### src/rtl/rxaf_pkg.sv
package rxaf_pkg;
  localparam int unsigned CRC_W = 32;
  localparam logic [CRC_W-1:0] CRC_SEED = 32'hFFFF_FFFF;
  localparam logic [CRC_W-1:0] CRC_POLY_REFL = 32'hEDB8_8320;
  localparam int unsigned HASH_IDX_W = 6;
  localparam int unsigned HASH_WORD_W = 32;

  // Advance a reflected CRC-32 register by one byte, LSB first.
  function automatic logic [CRC_W-1:0] crc_step_byte(input logic [CRC_W-1:0] c,
                                                      input logic [7:0] d);
    logic [CRC_W-1:0] r;
    r = c;
    for (int i = 0; i < 8; i++) begin
      if (r[0] ^ d[i]) r = (r >> 1) ^ CRC_POLY_REFL;
      else             r = r >> 1;
    end
    return r;
  endfunction

  // Station byte k in arrival order from the split register pair.
  function automatic logic [7:0] station_byte(input logic [31:0] lo,
                                              input logic [15:0] hi,
                                              input logic [2:0] k);
    case (k)
      3'd0:    return hi[15:8];
      3'd1:    return hi[7:0];
      3'd2:    return lo[31:24];
      3'd3:    return lo[23:16];
      3'd4:    return lo[15:8];
      default: return lo[7:0];
    endcase
  endfunction

  // Hash index taken from the top bits of the un-inverted CRC register.
  function automatic logic [HASH_IDX_W-1:0] hash_index(input logic [CRC_W-1:0] c);
    return c[CRC_W-1 -: HASH_IDX_W];
  endfunction

  // Top index bit picks the word, the rest picks the bit.
  function automatic logic hash_pick(input logic [HASH_WORD_W-1:0] lo,
                                     input logic [HASH_WORD_W-1:0] hi,
                                     input logic [HASH_IDX_W-1:0] idx);
    logic [HASH_IDX_W-2:0] b;
    b = idx[HASH_IDX_W-2:0];
    return idx[HASH_IDX_W-1] ? hi[b] : lo[b];
  endfunction
endpackage

### src/rtl/rxaf_byte_tracker.sv
module rxaf_byte_tracker #(
  parameter int unsigned ADDR_BYTES = 6,
  localparam int unsigned POS_W = $clog2(ADDR_BYTES + 1)
) (
  input  logic             clk,
  input  logic             rst_n,
  input  logic             byte_valid,
  input  logic             byte_start,
  output logic             take,
  output logic             first,
  output logic             last,
  output logic [POS_W-1:0] cur_pos
);
  localparam logic [POS_W-1:0] IDLE_POS = POS_W'(ADDR_BYTES);
  localparam logic [POS_W-1:0] LAST_POS = POS_W'(ADDR_BYTES - 1);

  logic [POS_W-1:0] pos_q;

  always_comb begin
    cur_pos = byte_start ? '0 : pos_q;
    take    = byte_valid && (byte_start || (pos_q < IDLE_POS));
    first   = take && byte_start;
    last    = take && (cur_pos == LAST_POS);
  end

  always_ff @(posedge clk) begin
    if (!rst_n)    pos_q <= IDLE_POS;
    else if (take) pos_q <= cur_pos + POS_W'(1);
  end
endmodule

### src/rtl/rxaf_crc_acc.sv
module rxaf_crc_acc
  import rxaf_pkg::*;
(
  input  logic             clk,
  input  logic             rst_n,
  input  logic             take,
  input  logic             first,
  input  logic [7:0]       data,
  output logic [CRC_W-1:0] crc_nx
);
  logic [CRC_W-1:0] crc_q;

  always_comb crc_nx = crc_step_byte(first ? CRC_SEED : crc_q, data);

  always_ff @(posedge clk) begin
    if (!rst_n)    crc_q <= CRC_SEED;
    else if (take) crc_q <= crc_nx;
  end
endmodule

### src/rtl/rxaf_classify.sv
module rxaf_classify
  import rxaf_pkg::*;
#(
  parameter int unsigned POS_W = 3
) (
  input  logic             clk,
  input  logic             rst_n,
  input  logic             take,
  input  logic             first,
  input  logic [POS_W-1:0] cur_pos,
  input  logic [7:0]       data,
  input  logic [31:0]      station_lo,
  input  logic [15:0]      station_hi,
  output logic             is_station,
  output logic             is_bcast,
  output logic             is_group
);
  logic eq_q, bc_q, grp_q;
  logic [7:0] want;

  always_comb begin
    want       = station_byte(station_lo, station_hi, 3'(cur_pos));
    is_station = (first ? 1'b1 : eq_q) && (data == want);
    is_bcast   = (first ? 1'b1 : bc_q) && (data == 8'hFF);
    is_group   = first ? data[0] : grp_q;
  end

  always_ff @(posedge clk) begin
    if (!rst_n) begin
      eq_q  <= 1'b0;
      bc_q  <= 1'b0;
      grp_q <= 1'b0;
    end else if (take) begin
      eq_q  <= is_station;
      bc_q  <= is_bcast;
      grp_q <= is_group;
    end
  end
endmodule

### src/rtl/rx_addr_filter.sv
module rx_addr_filter
  import rxaf_pkg::*;
#(
  parameter int unsigned ADDR_BYTES = 6,
  localparam int unsigned POS_W = $clog2(ADDR_BYTES + 1)
) (
  input  logic        clk,
  input  logic        rst_n,
  input  logic        byte_valid,
  input  logic        byte_start,
  input  logic [7:0]  byte_data,
  input  logic [31:0] station_lo,
  input  logic [15:0] station_hi,
  input  logic [31:0] hash_lo,
  input  logic [31:0] hash_hi,
  input  logic        promisc,
  input  logic        bcast_reject,
  output logic        decision_valid,
  output logic        accept
);
  logic                  take, first, last_byte;
  logic [POS_W-1:0]      cur_pos;
  logic [CRC_W-1:0]      crc_nx;
  logic                  is_station, is_bcast, is_group;
  logic [HASH_IDX_W-1:0] hidx;
  logic                  hash_hit, verdict;
  logic                  valid_q, accept_q;

  rxaf_byte_tracker #(.ADDR_BYTES(ADDR_BYTES)) u_trk (
    .clk(clk), .rst_n(rst_n), .byte_valid(byte_valid), .byte_start(byte_start),
    .take(take), .first(first), .last(last_byte), .cur_pos(cur_pos)
  );

  rxaf_crc_acc u_crc (
    .clk(clk), .rst_n(rst_n), .take(take), .first(first),
    .data(byte_data), .crc_nx(crc_nx)
  );

  rxaf_classify #(.POS_W(POS_W)) u_cls (
    .clk(clk), .rst_n(rst_n), .take(take), .first(first), .cur_pos(cur_pos),
    .data(byte_data), .station_lo(station_lo), .station_hi(station_hi),
    .is_station(is_station), .is_bcast(is_bcast), .is_group(is_group)
  );

  always_comb begin
    hidx     = hash_index(crc_nx);
    hash_hit = hash_pick(hash_lo, hash_hi, hidx);
    if (promisc)       verdict = 1'b1;
    else if (is_bcast) verdict = !bcast_reject;
    else if (is_group) verdict = hash_hit;
    else               verdict = is_station;
  end

  always_ff @(posedge clk) begin
    if (!rst_n) begin
      valid_q  <= 1'b0;
      accept_q <= 1'b0;
    end else begin
      valid_q  <= last_byte;
      accept_q <= last_byte && verdict;
    end
  end

  assign decision_valid = valid_q;
  assign accept         = accept_q;
endmodule

### config.mk
export PLATFORM = sky130hd
export DESIGN_NAME = rx_addr_filter
export DESIGN_NICKNAME = d
export VERILOG_FILES = /design/src/rtl/rxaf_pkg.sv /design/src/rtl/rxaf_byte_tracker.sv /design/src/rtl/rxaf_crc_acc.sv /design/src/rtl/rxaf_classify.sv /design/src/rtl/rx_addr_filter.sv
export SDC_FILE = /design/constraint.sdc
export NUM_CORES = 1
export LEC_CHECK = 0
export BUFFER_PORTS_ARGS = -buffer_cell sky130_fd_sc_hd__buf_4
export CORE_ASPECT_RATIO = 0.9
export CORE_MARGIN = 8
export CORE_UTILIZATION = 52
export CTS_CLUSTER_DIAMETER = 40
export CTS_CLUSTER_SIZE = 14
export DETAILED_ROUTE_END_ITERATION = 8
export MAX_ROUTING_LAYER = met4
export PLACE_DENSITY = 0.82
export SLEW_MARGIN = 15
export SYNTH_ARGS = -nofsm -noshare
export SYNTH_HDL_FRONTEND = slang
export SYNTH_SLANG_ARGS = --single-unit
### constraint.sdc
create_clock -name clk -period 4.1 [get_ports clk]
set_clock_uncertainty 0.05 [all_clocks]
set_input_delay 0.41 -clock clk [delete_from_list [all_inputs] [get_ports clk]]
set_output_delay 0.41 -clock clk [all_outputs]
set_load 0.01 [all_outputs]
* After elaboration in Yosys (flattened, before gate mapping)
Cells that the tools add are included.
** Storage, ports and cells
- Input port bits :: 126
- Flip-flop bits (word level) :: 40
** Operators by class
- Reductions and logical operators :: 9
- Mux-type cells :: 22
- Bitwise gates (word level) :: 16
- Eq/ne operators :: 7
- $add $sub $neg :: 1
- Magnitude comparators :: 2
** Operators with widths (number)
- $mux 32 :: 9
- $not 13->14 :: 8
- $pmux 8 s5 :: 1
- $bmux 1 s5 :: 2
- $mux 1 :: 9
- $eq 8x8->1 :: 1
- $eq 8x8->1 const B :: 1
- $xor 1x1->1 :: 8
- $eq 3x2->1 const B :: 2
- $eq 3x3->1 const B :: 2
- $logic_and 1x1->1 :: 6
- $lt 5x6->1 const B :: 1
- $add 3x1->3 const B :: 1
- $eq 3x1->1 const B :: 1
- $logic_not 3->1 :: 1
- $lt 3x3->1 const B :: 1
- $mux 3 :: 1
- $logic_not 1->1 :: 1
- $logic_or 1x1->1 :: 1

* Logic depth before layout (Yosys ltp)
Gate-level depths: netlist (run 1).
- Depth in word-level cells :: 28
- Depth in mapped cells :: 12
- Depth with buffers taken out :: 9

* Cells and area by module
Synthesis (run 1) repeated with hierarchy kept, for this count alone.
** Unflattened totals
- Cell total of the unflattened synthesis :: 516
- Area, all modules :: 4301.6 um^2
** By module, submodules not included
- rxaf_crc_acc :: seq. area each 640.6 um^2, area an instance 2454.9 um^2, cells an instance 300, instances 1
- rxaf_classify :: seq. area each 60.1 um^2, area an instance 862.1 um^2, cells an instance 116, instances 1
- rx_addr_filter :: seq. area each 40.0 um^2, area an instance 773.2 um^2, cells an instance 77, instances 1
- rxaf_byte_tracker :: seq. area each 60.1 um^2, area an instance 211.5 um^2, cells an instance 23, instances 1

* Worst setup path after synthesis (run 1)
Ideal clock, no wire load.
- Path kind :: input -> register
- From :: input byte_data[0]
- To :: register accept_q, in the netlist accept
- Buffers on the path :: 2
- Required time :: 3.911 ns
- Arrival time :: 2.912 ns
- Library setup time :: 0.139 ns
- Path slack :: 0.999 ns
- Stages :: 10
- Cells stage by stage :: buf_4 > xnor2_1 > xnor3_2 > xnor3_2 > buf_6 > mux4_2 > mux2i_1 > nor3_1 > nor4_1 > a41oi_1
** Between the ends
- Longest elaborated chain between the ends :: 18
** Ends and longest elaborated chain
- start, declared :: line rx_addr_filter.sv:11 : input logic [7:0] byte_data,
- $xor 1x1->1 :: line rxaf_pkg.sv:14 : if (r[0] ^ d[i]) r = (r >> 1) ^ CRC_POLY_REFL;
- $mux 32 (6 in a row) :: line rxaf_pkg.sv:14
- $xor 1x1->1 :: line rxaf_pkg.sv:14
- $mux 32 :: line rxaf_pkg.sv:14
- $not 13->14 (no line)
- $mux 32 :: line rxaf_pkg.sv:14
- $bmux 1 s5 :: line rxaf_pkg.sv:45 : return idx[HASH_IDX_W-1] ? hi[b] : lo[b];
- $mux 1 (not written as such) :: line rxaf_pkg.sv:45
- $mux 1 :: line rxaf_pkg.sv:45
- $mux 1 :: line rx_addr_filter.sv:50 : else if (is_group) verdict = hash_hit;
- $mux 1 * :: line rx_addr_filter.sv:49 : else if (is_bcast) verdict = !bcast_reject;
- $mux 1 * :: line rx_addr_filter.sv:48 : if (promisc) verdict = 1'b1;
- $logic_and 1x1->1 * :: line rx_addr_filter.sv:60 : accept_q <= last_byte && verdict;
- end signal, assigned :: line rx_addr_filter.sv:60
- end, declared :: line rx_addr_filter.sv:27 : logic valid_q, accept_q;
Every way passes the cells marked *; elsewhere a longest branch is shown, timed or not. The select of a mux whose other input is x is not followed.
A chain may end at the register's enable or synchronous reset.

* Worst setup path in the final report (run 1)
- From :: register u_crc.crc_q[0]
- To :: register accept_q, in the netlist accept
** Between the ends
- Longest elaborated chain between the ends :: 19
** Ends and longest elaborated chain
- start, declared :: line rxaf_crc_acc.sv:11 : logic [CRC_W-1:0] crc_q;
- start signal, assigned :: line rxaf_crc_acc.sv:17 : else if (take) crc_q <= crc_nx;
- $mux 32 * :: line rxaf_crc_acc.sv:13 : always_comb crc_nx = crc_step_byte(first ? CRC_SEED : crc_q, data);
- $xor 1x1->1 * :: line rxaf_pkg.sv:14
- $mux 32 * (6 in a row) :: line rxaf_pkg.sv:14
- $xor 1x1->1 * :: line rxaf_pkg.sv:14
- $mux 32 * :: line rxaf_pkg.sv:14
- $not 13->14 (no line)
- $mux 32 * :: line rxaf_pkg.sv:14
- $bmux 1 s5 :: line rxaf_pkg.sv:45
- $mux 1 (not written as such) :: line rxaf_pkg.sv:45
- $mux 1 * :: line rxaf_pkg.sv:45
- $mux 1 * :: line rx_addr_filter.sv:50
- $mux 1 * :: line rx_addr_filter.sv:49
- $mux 1 * :: line rx_addr_filter.sv:48
- $logic_and 1x1->1 * :: line rx_addr_filter.sv:60
Marked as above.

==> results of run 1 <==
[layer usage]
metal / vias to the layer above / GRT usage [%] / wire, µm
li1: 1956 / - / -
met1: 1951 / 31.5 / 5370
met2: 230 / 38.4 / 6110
met3: 28 / 4.37 / 1030
met4: 0 / 7.68 / 244
met5: - / - / 0
[layout by cell type, fill, tap and decap left out, types with 4 or more instances in the layout]
cell type,instances
sky130_fd_sc_hd__nand4b_1,5
sky130_fd_sc_hd__nor3_1,10
sky130_fd_sc_hd__nand4_1,5
sky130_fd_sc_hd__clkbuf_8,5
sky130_fd_sc_hd__and2_1,4
sky130_fd_sc_hd__mux4_2,13
sky130_fd_sc_hd__a41oi_1,4
sky130_fd_sc_hd__a211oi_1,8
sky130_fd_sc_hd__nor2b_1,5
sky130_fd_sc_hd__xnor2_1,70
sky130_fd_sc_hd__nand2_1,53
sky130_fd_sc_hd__a31oi_1,6
sky130_fd_sc_hd__o21ai_0,12
sky130_fd_sc_hd__buf_4,137
sky130_fd_sc_hd__xor2_1,18
sky130_fd_sc_hd__mux2i_1,6
sky130_fd_sc_hd__nand3_1,12
sky130_fd_sc_hd__a21oi_1,8
sky130_fd_sc_hd__nor2_1,44
sky130_fd_sc_hd__o211ai_1,31
sky130_fd_sc_hd__o21a_1,4
sky130_fd_sc_hd__nor4_1,8
sky130_fd_sc_hd__dfxtp_1,40
sky130_fd_sc_hd__nand3b_1,8
[power breakdown]
group          internal (W)  total, W  switching (W)
clock              0.000119  0.000270       0.000151
combinational      0.000710   0.00139       0.000684
sequential         0.000444  0.000506      0.0000620
[area by class of cell]
| type | instances | share of cell area (%) |
|---|---|---|
| Clock inverter | 3 | 0.374 |
| Multi-Input combinational cell | 397 | 59.2 |
| Sequential cell | 40 | 16.0 |
| Tap cell | 96 | 2.39 |
| Inverter | 3 | 0.224 |
| Clock buffer | 5 | 1.37 |
| Timing Repair Buffer | 137 | 20.5 |
[how the worst max path moves through the flow]
stage	from	to	slack, ps	cells after the start
3_3_place_gp	byte_start	accept	710	10
5_1_grt	u_crc.crc_q[1]	accept	510	9
6_report	u_crc.crc_q[0]	accept	730	9
2_1_floorplan	byte_data[0]	accept	1000	10
3_5_place_dp	byte_start	accept	570	10
4_1_cts	u_crc.crc_q[0]	accept	750	9
[worst max-delay path: stages, from the launching register on]
cell and delay [ps]:
sky130_fd_sc_hd__dfxtp_1 510, sky130_fd_sc_hd__xnor2_1 190, sky130_fd_sc_hd__nor2_2 220, sky130_fd_sc_hd__xnor3_2 500
sky130_fd_sc_hd__xnor3_2 520, sky130_fd_sc_hd__mux4_2 560, sky130_fd_sc_hd__mux2i_1 170, sky130_fd_sc_hd__nor3_1 70
sky130_fd_sc_hd__nor4_1 290, sky130_fd_sc_hd__a41oi_1 160
[cell families (layout without fill, tap and decap cells)]
family | after synthesis | after routing | share of synthesized area, %
flops | 40 | 40 | 20.2
compound gates | 105 | 105 | 19.9
simple gates | 178 | 178 | 23.1
mux | 21 | 21 | 9.46
buf+inv | 45 | 148 | 5.02
xor+xnor | 93 | 93 | 22.3
[flip-flops by register name, indices dropped and copies added, names as in the netlist]
signal / cells
accept: 1
u_cls.eq_q: 1
decision_valid: 1
u_trk.pos_q: 3
u_cls.bc_q: 1
u_crc.crc_q: 32
u_cls.grp_q: 1
[metrics by stage]
step	hold WS [ps]	worst slack [ps]	cells	total power, W
detailed placement	423	570	673	0.00189
global route	372	513	681	0.00232
floorplan	391	999	482	0.00158
finish	368	730	681	0.00217
global placement	405	713	673	0.00185
CTS	366	749	681	0.00216
==> metrics.yaml, run 1 <==
outcome: "finished clean"
floorplan.core_area_um2: 7470
seqCellArea_um2: 801
routed-via-count: 4165
fin_crit_ps: 3370
postCtsResizedCells: 0
setup_viol: 0
multi_input_area_um2: 2970
floorplan.initialDensity_pct: 53.1
antenna_violating_nets_post_route: 0
crit_arrival_ps: 3490
area.growth.synth_to_final_pct: 26.5
achievable_clock_frequency_mhz: 297
vias_in_the_first_global_route: 4300
hpwl_um: 9870
grt_setup_unrepaired: "no"
clk_path_buf_depth: 2
timing.reg2reg.setup_slack_ps: 730
cap_violations: 0
diodes: 0
setup.worst_path.class: "reg -> reg"
timing.critical_path.required_ps: 4220
yosysWarningCount: 0
rr_endpoint: "accept"
clkSlewWorstSetupHoldPaths_ps: 80
hp-class: "in -> reg"
p_per_area_nw_per_um2: 433
net_count_after_synthesis: 608
worst_setup_path_end_kind: "register"
crit_path_start_kind: "register"
numPortBuffers: 127
hold_viol_final: 0
synth_seq_cells: 40
num_rows: 30
pin_count: 128
drtPass1Iterations: 5
worstReg2RegStart: "u_crc.crc_q[0]"
reg2reg_depth: 9
post-route-util_pct: 67.2
post_synth.cell_area_avg_um2: 8.23
synth_top_flop_cell: "sky130_fd_sc_hd__dfxtp_1"
numClockSinks: 40
drc: 0
max_slew_margin_pct: 33.3
place_congestion: 0.956
yosysTopAreaCell: "sky130_fd_sc_hd__dfxtp_1"
fp.dieArea_um2: 10700
final_cell_area_um2: 5020
first_iter_violations: 381
slew_viol_final: 0
synth_cells: 482
min-delay-start: "byte_valid"
worstMarginPinSlew_ps: 999
avgRoutedWirePerCell_um: 18.7
yosysMostFrequentCell: "sky130_fd_sc_hd__xnor2_1"
die_w_um: 108
fp.dieH_um: 98.9
num-nets-final: 710
num-fill-cells: 631
yosysTopAreaCellShare_pct: 20.2
cts.hold.buffers_added: 0
synth_async_sr_flop_share_pct: 0
worstHoldPathCells: 3
htreeDepth: 2
clock_insertion_delay_worst_skew_ps: 300
first_pass_grt_wire_length_um: 21100
path_max_fanout: 11
power.static_leakage_nw: 2.02
synth.area.top_cells: "sky130_fd_sc_hd__dfxtp_1 20%, sky130_fd_sc_hd__xnor2_1 15%, sky130_fd_sc_hd__mux4_2 7.4%"
grt_start_max_net_pins: 59
antenna_found_initial: 0
yosysSeqAreaShare_pct: 20.2
tritoncts.num_buffers: 5
fraction_of_final_layout_cells_sized_beyond_drive_strength_1_pct: 30.4
mappedNetlistArea_um2: 3970
vias_per_cell: 6.12
area_post_placement_um2: 4930
total_wirelength_um: 12800
vdd.ir_drop.worst_v: 0.000253
synth_enable_flop_cells: 0
netlist-cell-type-count: 68
hold_end: "decision_valid"
grt.overflow.total: 0
final_min_period_over_clock_period_pct: 82.2
cts_tree: "done"
timing.setup.tns_ps: 0
synth_top_cells_by_count: "70 x sky130_fd_sc_hd__xnor2_1, 54 x sky130_fd_sc_hd__nand2_1, 44 x sky130_fd_sc_hd__nor2_1"
number_of_setup_buffers_added_after_cts: 0
grt_util_all_layers_pct: 24.6
clk_root_buffer_cell: "sky130_fd_sc_hd__clkbuf_8"
Power figures use the tool's default switching activity.
==> inputs of run 2 (changes only) <==
- clock period: 4.1 -> 3.51 ns (I/O delays scaled with it)
==> metrics.yaml, run 2 (synthesized netlist as in run 1, its figures left out) <==
outcome: "finished clean"
place_worst_setup_slack_ps: 176
antenna_violating_nets_post_route: 0
vias_in_the_first_global_route: 4152
first_pass_grt_wire_length_um: 20600
largest_reg_flops: 32
clk_path_buf_depth: 2
worstMarginPinSlew_ps: 889
setup_viol: 0
final_cell_area_um2: 5090
numPortBuffers: 127
cts_tree: "done"
worst_setup_path_end_kind: "register"
drtPass1Iterations: 6
routed-via-count: 4128
biggest_regs: "u_crc.crc_q: 32 flops, u_trk.pos_q: 3 flops"
max_slew_margin_pct: 40.3
commonest_cells_after_routing_fill_and_taps_aside: "148 x sky130_fd_sc_hd__buf_4, 70 x sky130_fd_sc_hd__xnor2_1, 53 x sky130_fd_sc_hd__nand2_1"
hold_ws_ps: 307
fp.dieH_um: 98.9
first_iter_violations: 393
power.static_leakage_nw: 2.07
p_per_area_nw_per_um2: 504
power.clock.fraction_pct: 11.5
floorplan.initialDensity_pct: 53.1
timing.critical_path.required_ps: 3680
grt.overflow.total: 0
place_congestion: 0.961
switchingPower_w: 0.00103
fraction_of_final_layout_cells_sized_beyond_drive_strength_1_pct: 31.4
area_post_placement_um2: 5010
path_max_fanout: 28
cellInternalPower_w: 0.00153
grt_util_all_layers_pct: 24.4
final_min_period_over_clock_period_pct: 91.0
vdd.ir_drop.worst_v: 0.000296
pin_count: 128
hp-class: "in -> reg"
number_of_setup_buffers_added_after_cts: 0
num_rows: 30
clk_root_buffer_cell: "sky130_fd_sc_hd__clkbuf_8"
final.setup.worst_slack_ps: 314
die_w_um: 108
vias_per_cell: 5.97
total_wirelength_um: 12800
floorplan.core_area_um2: 7470
grt_setup_unrepaired: "no"
timing.setup.tns_ps: 0
fin_crit_ps: 3200
htreeDepth: 2
hpwl_um: 10200
clock_insertion_delay_worst_skew_ps: 290
postCtsResizedCells: 0
grt_start_max_net_pins: 40
hold_viol_final: 0
power.sequential.fraction_pct: 23.0
combPwrFrac_pct: 65.5
fp.dieArea_um2: 10700
drc: 0
crit_path_start_kind: "register"
area.growth.synth_to_final_pct: 28.3
numClockSinks: 40
achievable_clock_frequency_mhz: 313
diodes: 0
slew_viol_final: 0
top_register: "u_crc.crc_q"
setup.worst_path.class: "reg -> reg"
num-nets-final: 721
cts.hold.buffers_added: 0
antenna_found_initial: 0
avgRoutedWirePerCell_um: 18.5
tritoncts.num_buffers: 5
crit_arrival_ps: 3360
cap_violations: 0
final_common_cell: "sky130_fd_sc_hd__buf_4"
clkSlewWorstSetupHoldPaths_ps: 80
power.switching_fraction_pct: 40.3
==> run 2: final cells by class <==
| class | count | area, µm² |
|---|---|---|
| multi-input combinational | 397 | 2970 |
| tap | 96 | 120 |
| inverter | 3 | 11.3 |
| clock inverter | 1 | 5.00 |
| sequential | 40 | 801 |
| clock buffer | 6 | 72.6 |
| timing repair buffer | 148 | 1110 |
| fill | 599 | 2380 |
==> run 2: critical path, cell delays in order, from the launching register on <==
cell and delay [ps]:
sky130_fd_sc_hd__dfxtp_1 910, sky130_fd_sc_hd__nor2b_1 420, sky130_fd_sc_hd__a222oi_1 140, sky130_fd_sc_hd__a221o_1 350
sky130_fd_sc_hd__and3_1 190, sky130_fd_sc_hd__nor4_1 290, sky130_fd_sc_hd__nand4_1 200, sky130_fd_sc_hd__a22oi_1 200
sky130_fd_sc_hd__o21ai_0 180, sky130_fd_sc_hd__a41oi_1 200
==> run 2: path summary, 6_finish.rpt <==
path	startpoint	endpoint	slack (ps)	cells past startpoint
worst max-delay path	u_trk.pos_q[0]	accept	310	9
worst min-delay path	byte_valid	decision_valid	310	3
worst max register to register	u_trk.pos_q[0]	accept	310	9
worst min register to register	u_crc.crc_q[28]	u_crc.crc_q[28]	430	2
==> run 2: stage by stage <==
stage	total power, W	cells	utilization (%)
after floorplan	0.00185	482	-
after global placement	0.00222	684	67.1
after detailed placement	0.00227	684	67.1
after CTS	0.00256	691	68.1
after global routing	0.00274	691	68.1
final	0.00256	691	68.1
==> run 2: layer usage <==
| metal | part of all wire (%) | track usage (%) |
|---|---|---|
| met4 | 2.2 | 7.57 |
| met2 | 47 | 36.5 |
| met5 | 0 | - |
| met1 | 44 | 33.2 |
| met3 | 6.9 | 3.13 |
==> run 2: power by group through the flow <==
stage / combinational [W] / clock (W) / sequential, W
3_3_place_gp: 0.00162 / 0 / 0.000593
6_report: 0.00168 / 0.000294 / 0.000590
2_1_floorplan: 0.00129 / 0 / 0.000559
5_1_grt: 0.00181 / 0.000325 / 0.000599
3_5_place_dp: 0.00167 / 0 / 0.000598
4_1_cts: 0.00167 / 0.000299 / 0.000588
==> inputs of run 3 (changes only) <==
- CORE_UTILIZATION: 52 -> 48
- CTS_CLUSTER_DIAMETER: 40 -> not set
- PLACE_DENSITY: 0.82 -> 0.78
- SYNTH_HIERARCHICAL: not set -> 1
- clock period: 3.51 -> 2.7 ns (I/O delays scaled with it)
==> metrics.yaml, run 3 <==
cts_tree: "done"
diodes: 0
vdd.ir_drop.worst_v: 0.000608
avgRoutedWirePerCell_um: 18.7
net_count_after_synthesis: 641
cts.hold.buffers_added: 0
switchingPower_w: 0.00203
multi_input_area_um2: 3370
cellInternalPower_w: 0.00311
routed-via-count: 4790
place_worst_setup_slack_ps: -306
cp_slowest_cell: "sky130_fd_sc_hd__or4_4"
drtPass1Iterations: 5
fp.dieArea_um2: 12200
largest_reg_flops: 32
p_per_area_nw_per_um2: 798
numClockSinks: 40
seqCellArea_um2: 821
hp-class: "in -> reg"
vias_in_the_first_global_route: 4838
clock_insertion_delay_worst_skew_ps: 300
power.switching_fraction_pct: 39.5
outcome: "finished with violations"
setup_viol: 1
worstMarginPinSlew_ps: 531
cp_cell_sequence: "xnor2_4 -> nor2_2 -> xnor3_2 -> xor2_2 -> buf_12 -> buf_8 -> mux4_2 -> o22ai_1 -> or4_4 -> a211oi_2"
place_congestion: 0.970
antenna_violating_nets_post_route: 0
crit_path_start_kind: "register"
commonest_cells_after_routing_fill_and_taps_aside: "242 x sky130_fd_sc_hd__buf_4, 84 x sky130_fd_sc_hd__nor2_1, 39 x sky130_fd_sc_hd__xnor2_1"
final_cell_area_um2: 6430
final_common_cell: "sky130_fd_sc_hd__buf_4"
hpwl_um: 11600
post-route-util_pct: 74.7
numPortBuffers: 127
biggest_regs: "u_crc/crc_q: 32 flops, u_trk/pos_q: 3 flops"
worst_setup_path_end_kind: "register"
clkSlewWorstSetupHoldPaths_ps: 90
hold_viol_final: 0
timing.critical_path.required_ps: 2880
pin_count: 128
setup.worst_path.class: "reg -> reg"
area_post_placement_um2: 5980
critical-path-max-stage-delay_ps: 540
top_register: "u_crc/crc_q"
mappedNetlistArea_um2: 4280
timing.setup.tns_ps: -243
die_w_um: 116
grt_util_all_layers_pct: 24.4
power.static_leakage_nw: 2.93
achievable_clock_frequency_mhz: 340
total_power_w: 0.00513
final.setup.worst_slack_ps: -243
power.clock.fraction_pct: 10.6
vias_per_cell: 5.62
first_pass_grt_wire_length_um: 23500
max_slew_margin_pct: 64.4
total_wirelength_um: 15900
fin_crit_ps: 2940
power.sequential.fraction_pct: 15.5
floorplan.initialDensity_pct: 49.7
fraction_of_final_layout_cells_sized_beyond_drive_strength_1_pct: 43.7
floorplan.core_area_um2: 8610
first_iter_violations: 276
drc: 0
area.growth.synth_to_final_pct: 50.3
num_rows: 32
grt_start_max_net_pins: 25
path_max_fanout: 6
combPwrFrac_pct: 73.9
yosysWarningCount: 6
fp.dieH_um: 106
clk_root_buffer_cell: "sky130_fd_sc_hd__clkbuf_8"
synth_cells: 513
cap_violations: 0
num-nets-final: 860
post_synth.cell_area_avg_um2: 8.34
final_min_period_over_clock_period_pct: 109
tritoncts.num_buffers: 5
grt.overflow.total: 0
slew_viol_final: 0
violations: "negative setup slack"
num-fill-cells: 614
crit_arrival_ps: 3120
grt_setup_unrepaired: "yes"
clk_path_buf_depth: 2
antenna_found_initial: 0
htreeDepth: 2
## run 3: cell count changes in the layout (fill, tap and decap cells not counted), moves of 16 or more
cell and delta:
sky130_fd_sc_hd__xnor2_1 -31, sky130_fd_sc_hd__nand2_1 -22, sky130_fd_sc_hd__o211ai_1 -23, sky130_fd_sc_hd__buf_4 +94, sky130_fd_sc_hd__nor2_1 +40, sky130_fd_sc_hd__mux2i_1 +16
## run 3: path summary, 6_finish.rpt
| check | from | depth (start not counted) | to | slack, ps |
|---|---|---|---|---|
| min reg2reg | u_crc/crc_q[19] | 2 | u_crc/crc_q[19] | 450 |
| max | u_crc/crc_q[0] | 10 | accept | -240 |
| max reg2reg | u_crc/crc_q[0] | 10 | accept | -240 |
| min | rst_n | 2 | u_crc/crc_q[28] | 210 |
## run 3: final cells by class
type	instances	share of cell area, %
Tap cell	119	2.31
Multi-Input combinational cell	422	52.4
Sequential cell	40	12.8
Clock inverter	2	0.603
Clock buffer	6	1.28
Timing Repair Buffer	247	29.7
Inverter	16	0.973
## run 3: timing repair
| action | 4_1_cts | 5_1_grt |
|---|---|---|
| endpoints found under the setup margin | 1 | 1 |
| pin swaps | 13 | 17 |
| hold endpoints to repair | 0 | 0 |
| gates cloned | 0 | 1 |
| gates resized for setup | 15 | 20 |
| buffers inserted | 10 | 11 |
## run 3: metal layers
metal  track usage [%]  vias up  wire length, µm
li1                  -     2269                -
met1              27.0     2273             6290
met2              42.8      208             8170
met3              4.56       40             1050
met4              8.43        0              435
met5                 -        -                0
## run 3: worst max-delay path, delay by kind of cell (launching register included)
kind	cells	cell delay [ps]
compound gates	2	330
xor+xnor	3	820
buf+inv	2	280
flops	1	380
mux	1	350
simple gates	2	670
## run 3: power groups by stage
stage               logic, W  clock network (W)  registers (W)
CTS                  0.00335           0.000539       0.000783
finish               0.00380           0.000542       0.000796
detailed placement   0.00317                  0       0.000793
floorplan            0.00221                  0       0.000756
global placement     0.00310                  0       0.000788
global route         0.00403           0.000571       0.000807
## run 3: per-stage QoR
stage | std cells | hold slack (ps)
after floorplan | 513 | 301
after global placement | 822 | 407
after detailed placement | 822 | 429
after CTS | 840 | 208
after global routing | 852 | 212
final | 852 | 211
